File: config.mk
export PLATFORM = sky130hd
export DESIGN_NAME = nvm_word_reader
export DESIGN_NICKNAME = d
export VERILOG_FILES = /design/src/rtl/nvm_rd_pkg.sv /design/src/rtl/nvm_req_check.sv /design/src/rtl/nvm_poll_unit.sv /design/src/rtl/nvm_word_reader.sv
export SDC_FILE = /design/constraint.sdc
export NUM_CORES = 1
export LEC_CHECK = 0
export ABC_CLOCK_PERIOD_IN_PS = 3800
export BUFFER_PORTS_ARGS = -buffer_cell sky130_fd_sc_hd__buf_2
export CAP_MARGIN = 20
export CORE_MARGIN = 2
export CORE_UTILIZATION = 52
export DETAILED_ROUTE_END_ITERATION = 8
export HOLD_SLACK_MARGIN = 0.08
export PLACE_DENSITY = 0.83
export SETUP_SLACK_MARGIN = 0.2
export SYNTH_ARGS = -nofsm -noshare
export SYNTH_HDL_FRONTEND = slang
export SYNTH_HIERARCHICAL = 1
export SYNTH_SLANG_ARGS = --single-unit
export TNS_END_PERCENT = 20
File: constraint.sdc
create_clock -name clk -period 3.8 [get_ports clk]
set_input_delay 0.76 -clock clk [delete_from_list [all_inputs] [get_ports clk]]
set_output_delay 0.76 -clock clk [all_outputs]
set_load 0.03 [all_outputs]
File: src/rtl/nvm_rd_pkg.sv
// Shared constants and state types for the storage word reader.
// Assumes a 32-bit command/status register pair on the storage side.
package nvm_rd_pkg;
    localparam int START_BIT = 0;
    localparam int DONE_BIT  = 1;
    localparam int ADDR_LSB  = 2;
    localparam int DATA_LSB  = 16;

    typedef enum logic [1:0] {
        P_IDLE,
        P_LAUNCH,
        P_WAIT,
        P_CHECK
    } poll_state_t;

    typedef enum logic [1:0] {
        S_IDLE,
        S_ISSUE,
        S_RUN
    } seq_state_t;
endpackage

File: src/rtl/nvm_req_check.sv
// Range check for a read request: the offset must lie inside the array,
// the count must be non-zero and must fit in the words left after the offset.
// Purely combinational; assumes WORDS fits in 31 bits.
module nvm_req_check #(
    parameter int AW    = 6,
    parameter int CW    = 7,
    parameter int WORDS = 48
) (
    input  logic [AW-1:0] offset,
    input  logic [CW-1:0] count,
    output logic          in_range
);
    logic [31:0] off_w;
    logic [31:0] cnt_w;

    // Widen both operands so that the remaining-words subtraction cannot wrap.
    always_comb begin
        off_w    = 32'(offset);
        cnt_w    = 32'(count);
        in_range = (off_w < 32'(WORDS)) && (cnt_w != 32'd0) &&
                   (cnt_w <= (32'(WORDS) - off_w));
    end
endmodule

File: src/rtl/nvm_poll_unit.sv
// Single-word read engine: writes one command with the start bit, then
// samples the status word after POLL_GAP idle cycles, up to POLL_MAX times.
// Reports either ok (with data) or tmo as a one-cycle pulse.
// Assumes go is only raised while idle is high, POLL_GAP >= 1, POLL_MAX >= 1.
module nvm_poll_unit
    import nvm_rd_pkg::*;
#(
    parameter int AW       = 6,
    parameter int POLL_MAX = 4,
    parameter int POLL_GAP = 2
) (
    input  logic          clk,
    input  logic          rst_n,
    input  logic          go,
    input  logic [AW-1:0] addr,
    input  logic [31:0]   stat,
    output logic [31:0]   cmd,
    output logic          cmd_we,
    output logic          idle,
    output logic          ok,
    output logic          tmo,
    output logic [15:0]   data
);
    localparam int ATT_W = $clog2(POLL_MAX + 1);
    localparam int GAP_W = $clog2(POLL_GAP + 1);

    poll_state_t       ps_q;
    logic [AW-1:0]     addr_q;
    logic [ATT_W-1:0]  att_q;
    logic [GAP_W-1:0]  gap_q;
    logic              unused_stat;

    assign unused_stat = ^{stat[DATA_LSB-1:DONE_BIT+1], stat[START_BIT]};

    // Command word and strobe exist only in the launch cycle.
    always_comb begin
        idle   = (ps_q == P_IDLE);
        cmd_we = (ps_q == P_LAUNCH);
        cmd    = cmd_we ? ((32'(addr_q) << ADDR_LSB) | (32'd1 << START_BIT)) : '0;
    end

    // Launch, wait, sample sequence with gap and attempt counters.
    always_ff @(posedge clk) begin
        if (!rst_n) begin
            ps_q   <= P_IDLE;
            addr_q <= '0;
            att_q  <= '0;
            gap_q  <= '0;
            ok     <= 1'b0;
            tmo    <= 1'b0;
            data   <= '0;
        end else begin
            ok  <= 1'b0;
            tmo <= 1'b0;
            unique case (ps_q)
                P_IDLE: begin
                    if (go) begin
                        addr_q <= addr;
                        att_q  <= '0;
                        ps_q   <= P_LAUNCH;
                    end
                end
                P_LAUNCH: begin
                    gap_q <= '0;
                    ps_q  <= P_WAIT;
                end
                P_WAIT: begin
                    if (gap_q == GAP_W'(POLL_GAP - 1)) begin
                        gap_q <= '0;
                        ps_q  <= P_CHECK;
                    end else begin
                        gap_q <= gap_q + 1'b1;
                    end
                end
                P_CHECK: begin
                    if (stat[DONE_BIT]) begin
                        ok   <= 1'b1;
                        data <= stat[DATA_LSB +: 16];
                        ps_q <= P_IDLE;
                    end else if (att_q == ATT_W'(POLL_MAX - 1)) begin
                        tmo  <= 1'b1;
                        ps_q <= P_IDLE;
                    end else begin
                        att_q <= att_q + 1'b1;
                        ps_q  <= P_WAIT;
                    end
                end
                default: ps_q <= P_IDLE;
            endcase
        end
    end


    att_budget_chk: assert property (@(posedge clk) disable iff (!rst_n)
        att_q < ATT_W'(POLL_MAX));


    single_we_chk: assert property (@(posedge clk) disable iff (!rst_n)
        cmd_we |=> !cmd_we);


    check_after_wait_chk: assert property (@(posedge clk) disable iff (!rst_n)
        (ps_q == P_CHECK) |-> ($past(ps_q) == P_WAIT));
endmodule

File: src/rtl/nvm_word_reader.sv
// Top level: accepts a (offset, count) request, range-checks it, then walks
// consecutive addresses through the poll unit, streaming each word out.
// Stops the run at the first word that exhausts its polling budget.
// Assumes storage holds WORDS 16-bit words addressed 0..WORDS-1.
module nvm_word_reader
    import nvm_rd_pkg::*;
#(
    parameter int AW       = 6,
    parameter int CW       = 7,
    parameter int WORDS    = 48,
    parameter int POLL_MAX = 4,
    parameter int POLL_GAP = 2
) (
    input  logic          clk,
    input  logic          rst_n,
    input  logic          req_valid,
    input  logic [AW-1:0] req_offset,
    input  logic [CW-1:0] req_count,
    output logic          busy,
    output logic          word_valid,
    output logic [AW-1:0] word_addr,
    output logic [15:0]   word_data,
    output logic          burst_done,
    output logic          burst_err,
    output logic [31:0]   nvm_cmd,
    output logic          nvm_cmd_we,
    input  logic [31:0]   nvm_stat
);
    seq_state_t     ss_q;
    logic [AW-1:0]  cur_q;
    logic [CW-1:0]  left_q;
    logic           in_range;
    logic           pu_go;
    logic           pu_idle;
    logic           pu_ok;
    logic           pu_tmo;
    logic [15:0]    pu_data;

    nvm_req_check #(.AW(AW), .CW(CW), .WORDS(WORDS)) u_chk (
        .offset   (req_offset),
        .count    (req_count),
        .in_range (in_range)
    );

    nvm_poll_unit #(.AW(AW), .POLL_MAX(POLL_MAX), .POLL_GAP(POLL_GAP)) u_poll (
        .clk    (clk),
        .rst_n  (rst_n),
        .go     (pu_go),
        .addr   (cur_q),
        .stat   (nvm_stat),
        .cmd    (nvm_cmd),
        .cmd_we (nvm_cmd_we),
        .idle   (pu_idle),
        .ok     (pu_ok),
        .tmo    (pu_tmo),
        .data   (pu_data)
    );

    // Hand one address to the poll unit per issue cycle.
    assign pu_go = (ss_q == S_ISSUE) && pu_idle;

    // Run sequencing: accept/reject, per-word advance, completion and abort.
    always_ff @(posedge clk) begin
        if (!rst_n) begin
            ss_q       <= S_IDLE;
            cur_q      <= '0;
            left_q     <= '0;
            busy       <= 1'b0;
            word_valid <= 1'b0;
            word_addr  <= '0;
            word_data  <= '0;
            burst_done <= 1'b0;
            burst_err  <= 1'b0;
        end else begin
            word_valid <= 1'b0;
            burst_done <= 1'b0;
            burst_err  <= 1'b0;
            unique case (ss_q)
                S_IDLE: begin
                    if (req_valid) begin
                        if (in_range) begin
                            cur_q  <= req_offset;
                            left_q <= req_count;
                            busy   <= 1'b1;
                            ss_q   <= S_ISSUE;
                        end else begin
                            burst_done <= 1'b1;
                            burst_err  <= 1'b1;
                        end
                    end
                end
                S_ISSUE: begin
                    if (pu_idle) ss_q <= S_RUN;
                end
                S_RUN: begin
                    if (pu_ok) begin
                        word_valid <= 1'b1;
                        word_addr  <= cur_q;
                        word_data  <= pu_data;
                        if (left_q == CW'(1)) begin
                            burst_done <= 1'b1;
                            busy       <= 1'b0;
                            ss_q       <= S_IDLE;
                        end else begin
                            cur_q  <= cur_q + 1'b1;
                            left_q <= left_q - 1'b1;
                            ss_q   <= S_ISSUE;
                        end
                    end else if (pu_tmo) begin
                        burst_done <= 1'b1;
                        burst_err  <= 1'b1;
                        busy       <= 1'b0;
                        ss_q       <= S_IDLE;
                    end
                end
                default: ss_q <= S_IDLE;
            endcase
        end
    end


    tmo_aborts_chk: assert property (@(posedge clk) disable iff (!rst_n)
        pu_tmo |=> (burst_done && burst_err && !word_valid && !busy));


    err_has_done_chk: assert property (@(posedge clk) disable iff (!rst_n)
        burst_err |-> burst_done);


    clean_last_chk: assert property (@(posedge clk) disable iff (!rst_n)
        (word_valid && burst_done) |-> !burst_err);


    we_only_busy_chk: assert property (@(posedge clk) disable iff (!rst_n)
        nvm_cmd_we |-> busy);


    done_ends_busy_chk: assert property (@(posedge clk) disable iff (!rst_n)
        burst_done |-> !busy);
endmodule

==> results of run 1 <==
-- flip-flops by register name, indices dropped and copies added, names as in the netlist --
register       flops
u_poll/data       16
word_data         16
left_q             7
cur_q              6
u_poll/addr_q      6
word_addr          6
u_poll/att_q       3
ss_q               2
u_poll/gap_q       2
u_poll/ps_q        2
burst_done         1
burst_err          1
busy               1
u_poll/ok          1
u_poll/tmo         1
word_valid         1
-- area by class of cell --
type	instances	share of cell area
multi-input cells	329	0.4755
clock inverters	7	0.01724
clock buffers	9	0.02995
well taps	96	0.02904
inverters	14	0.01270
flip-flops and latches	72	0.3485
repair buffers	70	0.08711
-- final timing paths --
check / slack [ps] / cells past startpoint / from / end
worst min-delay path: 440 / 2 / u_poll/gap_q[1]$_SDFFE_PN0P_ / u_poll/gap_q[1]$_SDFFE_PN0P_
worst max-delay path: 470 / 13 / req_offset[1] / cur_q[3]$_SDFFE_PN0P_
worst max register to register: 1610 / 4 / ss_q[1]$_SDFFE_PN0P_ / cur_q[2]$_SDFFE_PN0P_
worst min register to register: 440 / 2 / u_poll/gap_q[1]$_SDFFE_PN0P_ / u_poll/gap_q[1]$_SDFFE_PN0P_
-- cells by family (layout without fill, tap and decap cells) --
family | Yosys count | in the layout | synth area share
AO/OA/AOI/OAI | 105 | 105 | 0.2010
flip-flops | 72 | 72 | 0.3905
adder cells (fa/ha/maj) | 16 | 16 | 0.05424
buffers and inverters | 65 | 100 | 0.1027
XOR/XNOR | 3 | 3 | 0.007120
other | 1 | 25 | 0.001016
multiplexers | 4 | 4 | 0.01085
AND/OR/NAND/NOR | 176 | 176 | 0.2325
-- stage by stage --
stage / power (mW) / cell area, sq um / setup slack, ps / hold WS [ps] / util
global route: 1.750 / 4136 / 336.3 / 456.6 / 0.6055
floorplan: 1.049 / 3781 / 480.5 / 406.9 / -
detailed placement: 1.093 / 3941 / 130.5 / 438.0 / 0.5769
CTS: 1.685 / 4136 / 513.9 / 448.9 / 0.6055
finish: 1.677 / 4136 / 466.3 / 444.0 / 0.6055
global placement: 1.085 / 3941 / 195.5 / 413.4 / 0.5769
-- power by group through the flow --
stage,logic [mW],registers (mW),clock network [mW]
after global routing,0.312,0.800,0.638
after floorplan,0.239,0.810,0
after detailed placement,0.280,0.814,0
after CTS,0.281,0.796,0.608
final,0.283,0.797,0.596
after global placement,0.273,0.813,0
-- synthesized netlist by cell type (5+ instances only) --
master,number,area [sq um]
a21boi_0,23,172.7
clkbuf_1,8,30.03
inv_1,13,48.80
dfxtp_1,72,1441
buf_4,31,232.7
a21oi_1,39,195.2
ha_1,16,200.2
buf_2,7,35.03
nand3_1,16,80.08
and2_1,9,56.30
nand2_1,102,382.9
o21ai_0,5,25.02
nor2_1,13,48.80
-- routing by layer --
metal / wire length (microns) / part of all wire / global-route usage / vias to the layer above
met1: 3479 / 0.44 / 0.2702 / 1481
met2: 3788 / 0.48 / 0.3356 / 115
li1: - / - / - / 1584
met5: 0 / 0 / 0 / -
met3: 531 / 0.067 / 0.06530 / 16
met4: 157 / 0.020 / 0.07300 / 0
-- worst min-delay path: stages (launching register included) --
cell     delay, ps
dfxtp_1        310
nand2_1         60
a21oi_1         30
-- cell usage in the layout, fill, tap and decap left out, types with 9 or more instances in the layout --
master / instances
dfxtp_1: 72
buf_2: 66
nor2_1: 13
a21boi_0: 23
conb_1: 25
a21oi_1: 39
ha_1: 16
and2_1: 9
nand2_1: 102
inv_1: 13
nand3_1: 16
clkbuf_8: 9
==> results.sh, run 1 <==
export IMPL_syn_area_sq_um=3691
export IMPL_vias_per_cell=5.353
export IMPL_cts_root_buffer="clkbuf_8"
export IMPL_gr_total_overflow=0
export IMPL_synthFlopType="dfxtp_1"
export IMPL_arrival_ps=3570
export IMPL_vias=3196
export IMPL_end_kind="flop"
export IMPL_clkTransAtPathRegs_ps=70
export IMPL_yosysWarnings=6
export IMPL_hold_violations=0
export IMPL_layout_nets=560
export IMPL_antenna_cells=0
export IMPL_avgSynthCellArea_sq_um=8.351
export IMPL_ys_types=66
export IMPL_die_y_microns=88.25
export IMPL_synth_cells=442
export IMPL_drt_initial_drc_count=229
export IMPL_power_frac_seq=0.476
export IMPL_drive_above_1_share=0.2036
export IMPL_p_switching_uw=504.4
export IMPL_slowest_delay_ps=550
export IMPL_die_w_microns=88.25
export IMPL_remaining_drc_errors=0
export IMPL_cts_hold_buf=0
export IMPL_clockBufferDepth=2
export IMPL_grt_pass1_wl_microns=12950
export IMPL_clk_insertion_delay_late_ps=340
export IMPL_p_comb_frac=0.169
export IMPL_cts_resized_gates=0
export IMPL_critPathTopFamily="simple AND/OR/NAND/NOR gates"
export IMPL_yosysSeqAreaShare=0.3905
export IMPL_slew_headroom=0.4350
export IMPL_grt_max_degree=43
export IMPL_post_drt_wl_per_cell_microns=13.33
export IMPL_area_growth_syn_to_layout_pct=12.07
export IMPL_path_class="primary input to flop"
export IMPL_powerDensity_nw_per_um2=405.3
export IMPL_grt_setup_unrepaired="false"
export IMPL_track_usage=0.2100
export IMPL_grt_pass1_vias=2877
export IMPL_ff_latch_area_sq_um=1441
export IMPL_cts_setup_buffers=0
export IMPL_ys_async_sr_fraction=0
export IMPL_hold_path_class="flop to flop"
export IMPL_hpwl_microns=5615
export IMPL_ant_nets=0
export IMPL_vdd_drop_max_mv=0.2452
export IMPL_critPathMaxFanout=16
export IMPL_cp_start_kind="primary input"
export IMPL_worst_path_buf_inv=2
export IMPL_fill_cells=618
export IMPL_fin_crit_sh=0.8773
export IMPL_tritoncts="built"
export IMPL_core_rowCount=30
export IMPL_fin_tns_setup_ps=0
export IMPL_first_pass_iters=4
export IMPL_layout_min_cycle_time_ps=3334
export IMPL_required_ps=4040
export IMPL_port_buffers=66
export IMPL_cts_buffers_inserted=9
export IMPL_power_frac_clock=0.356
export IMPL_switching_share=0.3008
export IMPL_path_cells="buf_2, or4_4, nand2_1, xnor2_1, ha_1, and4_1, o21ai_0, o2111ai_1, a21oi_1, nor4bb_2, buf_4, o22ai_1, a32o_1"
export IMPL_dp_cells=581
export IMPL_maxCapViolations=0
export IMPL_io_pins=107
export IMPL_intPower_mw=1.172
export IMPL_crit_slowest_cell="or4_4"
export IMPL_report_final_slew_viol_count=0
export IMPL_status="completed"
export IMPL_floorplan_initialDensity=0.5403
export IMPL_multi_input_area_sq_um=1967
export IMPL_clock_sinks=72
export IMPL_synth_edf_count=0
export IMPL_finalSetupViolations=0
export IMPL_htreeDepth=3
export IMPL_drt_wl_total_microns=7956
export IMPL_tightest_slew_ps=847.5
export IMPL_p_leak_nw=1.731
export IMPL_core_sq_um=6832
export IMPL_gp_congestion=0.8825
export IMPL_yosys_register_bits=72
export IMPL_fp_dieArea_sq_um=7788
export IMPL_max_clock_freq_ghz=0.3000
export IMPL_antenna_found_initial=0
export IMPL_fin_cells=597
export IMPL_finClkSkew_ps=4.623
(Power assumes the default switching activity.)
==> run 2: changes to the inputs <==
--- a/config.mk
+++ b/config.mk
@@ -12,6 +12,7 @@
 export CORE_UTILIZATION = 52
 export DETAILED_ROUTE_END_ITERATION = 8
 export HOLD_SLACK_MARGIN = 0.08
+export MAX_ROUTING_LAYER = met4
 export PLACE_DENSITY = 0.83
 export SETUP_SLACK_MARGIN = 0.2
 export SYNTH_ARGS = -nofsm -noshare
==> results.sh, run 2 (same netlist as run 1, synthesis figures left out) <==
export IMPL_track_usage=0.2216
export IMPL_fp_dieArea_sq_um=7788
export IMPL_cts_root_buffer="clkbuf_8"
export IMPL_fin_crit_sh=0.8916
export IMPL_core_sq_um=6832
export IMPL_remaining_drc_errors=0
export IMPL_arrival_ps=3630
export IMPL_hold_path_class="flop to flop"
export IMPL_path_cells="buf_2, or4_4, nand2_1, xnor2_1, ha_1, and4_1, o21ai_0, o2111ai_1, a21oi_1, nor4bb_2, buf_4, o22ai_1, a32o_1"
export IMPL_area_growth_syn_to_layout_pct=12.75
export IMPL_wl_met2_microns=4098
export IMPL_highest_layer="met4"
export IMPL_layout_nets=560
export IMPL_mostFrequentLayoutCell="nand2_1"
export IMPL_clockBufferDepth=2
export IMPL_report_final_slew_viol_count=0
export IMPL_grt_pass1_wl_microns=13190
export IMPL_status="completed"
export IMPL_slew_headroom=0.4230
export IMPL_vdd_drop_max_mv=0.2555
export IMPL_clk_insertion_delay_late_ps=350
export IMPL_port_buffers=66
export IMPL_required_ps=4040
export IMPL_io_pins=107
export IMPL_cts_hold_buf=0
export IMPL_finalInstanceArea_sq_um=4161
export IMPL_powerDensity_nw_per_um2=421.0
export IMPL_maxCapViolations=0
export IMPL_min_from="u_poll/data[10]$_SDFFE_PN0P_"
export IMPL_crit_slowest_cell="or4_4"
export IMPL_wl_met3_microns=469
export IMPL_reg2reg_from="ss_q[1]$_SDFFE_PN0P_"
export IMPL_critPathMaxFanout=16
export IMPL_p_leak_nw=1.752
export IMPL_antenna_cells=0
export IMPL_drt_wl_total_microns=8364
export IMPL_wl_met1_microns=3705
export IMPL_vias=3216
export IMPL_grt_setup_unrepaired="false"
export IMPL_tritoncts="built"
export IMPL_max_clock_freq_ghz=0.2951
export IMPL_path_class="primary input to flop"
export IMPL_htreeDepth=3
export IMPL_cts_resized_gates=0
export IMPL_dpl_instance_area_sq_um=3941
export IMPL_tightest_slew_ps=865.5
export IMPL_reg2reg_slack_ps=1560
export IMPL_die_y_microns=88.25
export IMPL_critPathTopFamily="simple AND/OR/NAND/NOR gates"
export IMPL_cp_start_kind="primary input"
export IMPL_finalSetupViolations=0
export IMPL_drt_initial_drc_count=250
export IMPL_slowest_delay_ps=540
export IMPL_worstSetupStartpoint="req_offset[1]"
export IMPL_layout_min_cycle_time_ps=3388
export IMPL_ant_nets=0
export IMPL_core_rowCount=30
export IMPL_finClkSkew_ps=14.02
export IMPL_top_regs="u_poll/data (16), word_data (16), left_q (7)"
export IMPL_cts_setup_buffers=0
export IMPL_end_kind="flop"
export IMPL_gp_congestion=0.8346
export IMPL_antenna_found_initial=0
export IMPL_power_mw=1.752
export IMPL_worst_path_buf_inv=2
export IMPL_hpwl_microns=5747
export IMPL_hold_violations=0
export IMPL_cts_buffers_inserted=9
export IMPL_gr_total_overflow=0
export IMPL_first_pass_iters=5
export IMPL_die_w_microns=88.25
export IMPL_grt_pass1_vias=2855
export IMPL_clkTransAtPathRegs_ps=70
export IMPL_vias_per_cell=5.387
export IMPL_clock_sinks=72
export IMPL_floorplan_initialDensity=0.5403
export IMPL_mostFrequentLayoutCells="nand2_1 (102), dfxtp_1 (72), buf_2 (66)"
export IMPL_timing_hold_ws_ps=442.2
export IMPL_post_route_util=0.6092
export IMPL_post_drt_wl_per_cell_microns=14.01
export IMPL_fin_tns_setup_ps=0
export IMPL_drive_above_1_share=0.2036
export IMPL_grt_max_degree=44
[run 2: routing by layer]
layer  track usage  up-vias
li1              -     1582
met1        0.2716     1511
met2        0.3589      109
met3       0.05970       14
met4       0.06612        0
met5             -        -
[run 2: tightest hold or removal path: stages (launching register included)]
cell     delay [ps]
dfxtp_1         310
nand2_1          50
a21oi_1          50
[run 2: area by class of cell]
class / count / area (sq um)
Fill cell: 606 / 2670
Timing Repair Buffer: 70 / 360.3
Inverter: 14 / 52.55
Clock buffer: 10 / 137.6
Tap cell: 96 / 120.1
Sequential cell: 72 / 1441
Multi-Input combinational cell: 329 / 1967
Clock inverter: 6 / 82.58
[run 2: metrics by stage]
stage	cells	setup slack (ps)
after floorplan	466	480.5
after global placement	581	201.1
after detailed placement	581	96.16
after CTS	597	456.8
after global routing	597	250.2
final	597	411.8
[run 2: worst paths after layout]
path / endpoint / cells past startpoint
max: cur_q[3]$_SDFFE_PN0P_ / 13
min: word_data[10]$_SDFFE_PN0P_ / 2
max reg2reg: cur_q[2]$_SDFFE_PN0P_ / 4
min reg2reg: word_data[10]$_SDFFE_PN0P_ / 2
[run 2: report_power, final]
part / internal [mW] / switching [mW] / total, mW / leakage (nW)
clock: 0.384 / 0.286 / 0.669 / 0.112
combinational: 0.0983 / 0.187 / 0.286 / 1.06
sequential: 0.772 / 0.0254 / 0.797 / 0.581
total: 1.25 / 0.498 / 1.75 / 1.75
